===== config.mk =====
export PLATFORM = sky130hd
export DESIGN_NAME = touch_adc_seq
export DESIGN_NICKNAME = d
export VERILOG_FILES = /design/src/rtl/touch_adc_pkg.sv /design/src/rtl/touch_adc_ctrl.sv /design/src/rtl/touch_adc_path.sv /design/src/rtl/touch_adc_seq.sv
export SDC_FILE = /design/constraint.sdc
export NUM_CORES = 1
export LEC_CHECK = 0
export BUFFER_PORTS_ARGS = -buffer_cell sky130_fd_sc_hd__buf_2
export CORE_UTILIZATION = 52
export DETAILED_ROUTE_END_ITERATION = 16
export PLACE_DENSITY_LB_ADDON = 0.05
export SETUP_SLACK_MARGIN = 0.1
export SLEW_MARGIN = 30
export SYNTH_ARGS = -nofsm -noshare
export SYNTH_HDL_FRONTEND = slang
export SYNTH_SLANG_ARGS = --single-unit

===== constraint.sdc =====
create_clock -name clk -period 1.5 [get_ports clk]
set_input_delay 0.225 -clock clk [delete_from_list [all_inputs] [get_ports clk]]
set_output_delay 0.225 -clock clk [all_outputs]
set_load 0.02 [all_outputs]

===== src/rtl/touch_adc_pkg.sv =====
package touch_adc_pkg;
  typedef struct packed {
    logic clear;
    logic shiftEn;
    logic latchPd;
  } ctrlStrobes_t;
endpackage


===== src/rtl/touch_adc_ctrl.sv =====
module touch_adc_ctrl
  import touch_adc_pkg::*;
#(
  parameter int DIV_HI   = 8,
  parameter int DIV_LO   = 4,
  parameter int ACQ_CLKS = 4,
  parameter int RES_HI   = 12,
  parameter int RES_LO   = 8
) (
  input  logic         clk,
  input  logic         rstN,
  input  logic         cmdValid,
  input  logic         cmdHiRes,
  output logic         busy,
  output logic         done,
  output ctrlStrobes_t strobes
);
  localparam int PRESC_W  = $clog2(DIV_HI);
  localparam int DIV_W    = PRESC_W + 1;
  localparam int CONV_MAX = ACQ_CLKS + RES_HI;
  localparam int CNT_W    = $clog2(CONV_MAX + 1);

  logic               busyQ, hiResQ, doneQ;
  logic [PRESC_W-1:0] prescQ;
  logic [CNT_W-1:0]   clkCntQ;
  logic [DIV_W-1:0]   divisor;
  logic [CNT_W-1:0]   total;
  logic               accept, tick, lastTick, bitTick;

  assign accept   = cmdValid && !busyQ;
  assign divisor  = hiResQ ? DIV_W'(DIV_HI) : DIV_W'(DIV_LO);
  assign total    = hiResQ ? CNT_W'(CONV_MAX) : CNT_W'(ACQ_CLKS + RES_LO);
  assign tick     = busyQ && ({1'b0, prescQ} == divisor - 1'b1);
  assign lastTick = tick && (clkCntQ == total - 1'b1);
  assign bitTick  = tick && (clkCntQ >= CNT_W'(ACQ_CLKS));

  always_ff @(posedge clk or negedge rstN) begin
    if (!rstN) begin
      busyQ   <= 1'b0;
      hiResQ  <= 1'b0;
      doneQ   <= 1'b0;
      prescQ  <= '0;
      clkCntQ <= '0;
    end else begin
      doneQ <= lastTick;
      if (accept) begin
        busyQ   <= 1'b1;
        hiResQ  <= cmdHiRes;
        prescQ  <= '0;
        clkCntQ <= '0;
      end else if (busyQ) begin
        if (tick) begin
          prescQ  <= '0;
          clkCntQ <= clkCntQ + 1'b1;
        end else begin
          prescQ <= prescQ + 1'b1;
        end
        if (lastTick) busyQ <= 1'b0;
      end
    end
  end

  assign busy            = busyQ;
  assign done            = doneQ;
  assign strobes.clear   = accept;
  assign strobes.latchPd = accept;
  assign strobes.shiftEn = bitTick;

  AST_DONE_SINGLE: assert property (@(posedge clk) disable iff (!rstN)
    done |=> !done);
  AST_BUSY_ENDS_WITH_DONE: assert property (@(posedge clk) disable iff (!rstN)
    $fell(busy) |-> done);
  AST_PRESC_RANGE: assert property (@(posedge clk) disable iff (!rstN)
    busyQ |-> ({1'b0, prescQ} < divisor));
  AST_RES_HELD: assert property (@(posedge clk) disable iff (!rstN)
    (busyQ && $past(busyQ)) |-> $stable(hiResQ));
endmodule


===== src/rtl/touch_adc_path.sv =====
module touch_adc_path
  import touch_adc_pkg::*;
#(
  parameter int RES_HI = 12
) (
  input  logic              clk,
  input  logic              rstN,
  input  ctrlStrobes_t      strobes,
  input  logic [1:0]        cmdPd,
  input  logic              cmpBit,
  input  logic              busy,
  output logic [RES_HI-1:0] result,
  output logic              adcPowered,
  output logic              drvOn,
  output logic              penIrqEn,
  output logic              yMinusOn
);
  logic [1:0]        pdQ;
  logic [RES_HI-1:0] shiftQ;

  always_ff @(posedge clk or negedge rstN) begin
    if (!rstN) begin
      pdQ    <= 2'b00;
      shiftQ <= '0;
    end else begin
      if (strobes.latchPd) pdQ <= cmdPd;
      if (strobes.clear) shiftQ <= '0;
      else if (strobes.shiftEn) shiftQ <= {shiftQ[RES_HI-2:0], cmpBit};
    end
  end

  always_comb begin
    if (busy) begin
      adcPowered = 1'b1;
      drvOn      = 1'b1;
      penIrqEn   = 1'b0;
      yMinusOn   = 1'b0;
    end else begin
      adcPowered = pdQ[0];
      drvOn      = pdQ[0];
      penIrqEn   = !pdQ[0];
      yMinusOn   = !pdQ[0];
    end
  end

  assign result = shiftQ;

  AST_FULL_POWER_BUSY: assert property (@(posedge clk) disable iff (!rstN)
    busy |-> (adcPowered && drvOn && !penIrqEn && !yMinusOn));
  AST_PEN_VS_POWER: assert property (@(posedge clk) disable iff (!rstN)
    !busy |-> (penIrqEn != adcPowered));
  AST_PD_HELD: assert property (@(posedge clk) disable iff (!rstN)
    (busy && $past(busy)) |-> $stable(pdQ));
endmodule


===== src/rtl/touch_adc_seq.sv =====
module touch_adc_seq
  import touch_adc_pkg::*;
#(
  parameter int DIV_HI   = 8,
  parameter int DIV_LO   = 4,
  parameter int ACQ_CLKS = 4,
  parameter int RES_HI   = 12,
  parameter int RES_LO   = 8
) (
  input  logic              clk,
  input  logic              rstN,
  input  logic              cmdValid,
  input  logic              cmdHiRes,
  input  logic [1:0]        cmdPd,
  input  logic              cmpBit,
  output logic              busy,
  output logic              done,
  output logic [RES_HI-1:0] result,
  output logic              adcPowered,
  output logic              drvOn,
  output logic              penIrqEn,
  output logic              yMinusOn
);
  ctrlStrobes_t strobes;

  touch_adc_ctrl #(
    .DIV_HI(DIV_HI), .DIV_LO(DIV_LO), .ACQ_CLKS(ACQ_CLKS),
    .RES_HI(RES_HI), .RES_LO(RES_LO)
  ) ctrl_i (
    .clk(clk), .rstN(rstN), .cmdValid(cmdValid), .cmdHiRes(cmdHiRes),
    .busy(busy), .done(done), .strobes(strobes)
  );

  touch_adc_path #(.RES_HI(RES_HI)) path_i (
    .clk(clk), .rstN(rstN), .strobes(strobes), .cmdPd(cmdPd),
    .cmpBit(cmpBit), .busy(busy), .result(result),
    .adcPowered(adcPowered), .drvOn(drvOn), .penIrqEn(penIrqEn),
    .yMinusOn(yMinusOn)
  );
endmodule


[Yosys cells after proc, flatten, opt, wreduce, memory -nomap -nowiden]
Cells that the tools add are included.
Operators by class
  add/subtract/negate cells: 4
  reductions and logical operators: 10
  equal/unequal tests: 2
  magnitude comparators: 1
  mux-type cells: 15
Operators with widths (number)
  2-to-1 mux 12 bit: 2
  2-to-1 mux 5 bit: 4
  2-to-1 mux 3 bit: 3
  nonzero test 2 bit: 3
  adder 5 x 1 -> 5 bit (second input constant): 1
  equality test 5 bit: 1
  greater-or-equal comparator 5 x 3 -> 1 bit (second input constant): 1
  2-to-1 mux 1 bit: 5
  subtractor 5 x 1 -> 5 bit (second input constant): 1
  equality test 3 x 4 -> 1 bit: 1
  logical AND 1 bit: 4
  2-to-1 mux 4 bit: 1
  subtractor 4 x 1 -> 4 bit (second input constant): 1
  adder 3 x 1 -> 3 bit (second input constant): 1
  logical NOT 1 bit: 2
  AND reduction 2 bit: 1
Word-level totals
  logic and storage cells: 39
  register bits: 24
  input port bits: 7

[Depth between registers and ports, before layout]
  depth after elaboration: 8
  depth in mapped cells: 5
  mapped depth without buffers: 4

[Modules after synthesis]
Synthesis repeated with hierarchy kept, for this count alone.
Unflattened totals
  cell total of the unflattened synthesis: 102
  area, all modules: 1134.8 um^2
Modules (own cells, without submodules)
  touch_adc_ctrl: seq. area each 275.3 um^2, area an instance 593.1 um^2, instances 1, cells an instance 58
  touch_adc_path: seq. area each 325.3 um^2, area an instance 541.8 um^2, instances 1, cells an instance 44

[Least setup slack after synthesis]
No wires, ideal clock.
  path kind: register to output
  start point: register ctrl_i.busyQ, in the netlist ctrl_i.busy
  end point: output yMinusOn
  path buffers: 1
  stages on the path, launching flop included: 4
  arrival: 1.262 ns
  path slack: 0.013 ns
  cell sequence: dfrtp_1 or2_2 inv_1 buf_4
Between the ends
  longest elaborated chain between the ends: 1
RTL lines
  start, declared: line touch_adc_ctrl.sv:23  | logic busyQ, hiResQ, doneQ;
  start signal, assigned: line touch_adc_ctrl.sv:39  | busyQ <= 1'b0;
  start signal, assigned: line touch_adc_ctrl.sv:47  | busyQ <= 1'b1;
  start signal, assigned: line touch_adc_ctrl.sv:58  | if (lastTick) busyQ <= 1'b0;
  2-to-1 mux 1 bit
  end, declared: line touch_adc_seq.sv:22  | output logic yMinusOn
No other way between the ends.

[Worst setup path in the final report]
  start point: register ctrl_i.busyQ, in the netlist ctrl_i.busy
  end point: output penIrqEn
Between the ends
  longest elaborated chain between the ends: 1
RTL lines
  2-to-1 mux 1 bit: line touch_adc_path.sv:33  | if (busy) begin
  end, declared: line touch_adc_seq.sv:21  | output logic penIrqEn,
No other way between the ends.

==> impl_metrics.ini <==
[cts]
cts_max_level = 1
clockBufferDepth = 2
root_buffer = clkbuf_4
cts_tree = done
clk_pin_slew_ns = 0.13
cts_buffers = 3
cts.sinks = 24
clk_latency_ns = 0.31

[synth]
synth_cell_type_count = 29
netlist_area_mm2 = 0.00113
netlist.area_leader.share_pct = 52.9
seq_area_frac_synth_pct = 52.9
yosysTopAreaCell = dfrtp_1
syn-num-nets = 109
synth.area.top_cells = dfrtp_1 53%, mux2i_1 11%, nand2_1 5.3%
ys_warn_count = 0
synth.avg_cell_area_um2 = 11.5
synthCells = 99
yosys_register_bits = 24

[sta]
skew_ns = 0.00510
maxSlewViolCount = 0
slew_headroom_pct = 65.8
fin_crit_sh_pct = 98.7
period_needed_ns = 1.48
tightest_slew_ns = 0.513
hold_violations = 0
setup_tns_ns = 0
timing.fmax_mhz = 675
rsz0062_at_grt = yes
finalSetupViolations = 0

[placement]
place_area_mm2 = 0.00129
routabilityCongestion = 0.837
detailed_place_hpwl_um = 1400
port_buffers = 23

[final_layout]
design_area_mm2 = 0.00145
synthToLayoutAreaGrowth_pct = 27.7
antenna_cells = 0
nets = 140
drive_gt1_share_pct = 37.5

[pwr]
leakagePower_nw = 0.749
power_mw = 2.67
p_per_area_mw_per_mm2 = 1850
ir_drop_uv = 1000

[floorplan]
die-area_mm2 = 0.00237
die_h_um = 48.7
core-area_mm2 = 0.00200
start_util_pct = 56.7
num_io_pins = 25
rows = 16
die_w_um = 48.7

[route]
wl_per_cell_um = 13.5
ant_nets = 0
vias = 824
first_iter_violations = 1
routed_via_density = 5.32
first_pass_iters = 3
wl_um = 2100
drc = 0

[global_routing]
grt_overflow = 0
grt_start_max_net_pins = 25
track_usage_pct = 19.5
antenna_found_initial = 0
grt_pass1_vias = 808
met2_usage_pct = 35.4
busiest_layer = met2
grt_pass1_wl_um = 3550
grtUsageMet1_pct = 23.6
use_met3_pct = 1.89

[flow_run]
maxCapViolCount = 0

[status]
status = completed

[setup_path]
crit_fanout = 3
required_ns = 1.27
end_kind = output port
crit_path_start_kind = flip-flop
critPathArrivalTime_ns = 1.26
critical_path_class = reg2out

[worst_hold_path]
min_path_type = in2reg
-- area by class of cell --
class	instances	area, µm²
well taps	27	33.8
flip-flops and latches	24	604
repair buffers	31	224
multi-input cells	66	549
clock buffers	3	22.5
fillers	155	553
inverters	4	15.0
-- synth_stat cells --
cell / n
a22o_1: 1
a311o_1: 1
and2_1: 1
buf_2: 2
buf_4: 2
buf_6: 1
dfrtp_1: 24
ha_1: 3
inv_1: 4
mux2_2: 2
mux2i_1: 12
nand2_1: 16
nand2b_1: 3
nand3_1: 3
nand3b_1: 1
nor2_1: 3
nor2b_1: 1
nor4_1: 1
nor4b_1: 2
o211ai_1: 2
o21ai_0: 5
o22ai_1: 1
o311ai_0: 1
o311ai_2: 1
o31ai_1: 1
or2_2: 1
xnor2_2: 1
xor2_1: 2
xor2_2: 1
-- final timing paths --
kind                                  start                to  slack [ns]  depth (start not counted)
max                             ctrl_i.busy          penIrqEn        0.02                          4
min                                  cmpBit  path_i.result[0]        0.12                          3
max reg2reg                ctrl_i.prescQ[0]  path_i.result[4]        0.12                          5
min reg2reg                   path_i.pdQ[0]     path_i.pdQ[0]        0.53                          1
max in group asynchronous              rstN  ctrl_i.prescQ[2]        0.73                          2
min in group asynchronous              rstN       ctrl_i.done        0.40                          2
-- per-layer routing --
layer	routed length, µm	vias up	part of all wire, %
met5	0	-	0
met1	920	407	44
met3	36	2	1.7
li1	-	404	-
met2	1120	11	54
met4	18	0	0.86
-- state kept, by name, summed over array words and instances, names as in the netlist --
name            cells
path_i.result      12
ctrl_i.prescQ       3
ctrl_i.clkCntQ      5
path_i.pdQ          1
ctrl_i.done         1
ctrl_i.busy         1
ctrl_i.hiResQ       1
-- power by group --
| part | leakage, nW | total [mW] | switching (mW) | internal (mW) |
|---|---|---|---|---|
| Clock | 0.0138 | 0.278 | 0.184 | 0.0938 |
| Combinational | 0.433 | 1.25 | 0.643 | 0.607 |
| Sequential | 0.303 | 1.15 | 0.262 | 0.885 |
-- per-stage QoR --
step / util [%] / setup slack [ns] / hold slack [ns] / cells
final: 72.4 / 0.0191 / 0.124 / 155
after global routing: 72.4 / -0.0185 / 0.124 / 155
after detailed placement: 64.6 / 0.0951 / 0.232 / 148
after global placement: 64.6 / 0.140 / 0.228 / 148
after CTS: 69.9 / 0.0145 / 0.121 / 155
after floorplan: - / 0.146 / -0.0706 / 99
-- layout by cell type (no fill, tap or decap), types with 2 or more instances in the layout --
cell | synthesis | layout
mux2_2 | 2 | 2
ha_1 | 3 | 2
nor2_1 | 3 | 3
xor2_1 | 2 | 2
nor4b_1 | 2 | 2
buf_4 | 2 | 4
nand3_1 | 3 | 3
o21ai_0 | 5 | 5
o211ai_1 | 2 | 2
mux2i_1 | 12 | 12
inv_1 | 4 | 3
dfrtp_2 | 0 | 3
clkbuf_4 | 0 | 3
buf_6 | 1 | 3
dfrtp_1 | 24 | 21
nand2_1 | 16 | 15
buf_2 | 2 | 21
nand2b_1 | 3 | 2
-- repair_timing --
item,4_1_cts,5_1_grt
cloned,1,0
setup endpoints to repair,14,20
gates resized for setup,9,12
buffers inserted,2,0
hold buffers,1,0
pin swaps,1,4
hold endpoints to repair,24,0
-- cells by family (layout without fill, tap and decap cells) --
| group | count (synthesis) | in the layout | share of synthesized area [%] |
|---|---|---|---|
| xor gates and xnor gates | 4 | 4 | 4.41 |
| buffers and inverters | 9 | 38 | 4.52 |
| and+or+nand+nor | 32 | 32 | 13.7 |
| muxes | 14 | 14 | 12.6 |
| AOI/OAI and AO/OA | 13 | 13 | 8.60 |
| adders and majority gates | 3 | 3 | 3.31 |
| DFF | 24 | 24 | 52.9 |
-- critical path, stage by stage (launching register included) --
cell	delay (ns)
dfrtp_1	0.42
buf_6	0.12
or2_4	0.23
inv_2	0.07
buf_6	0.11
Note: power is estimated with default switching activity, not from simulation.
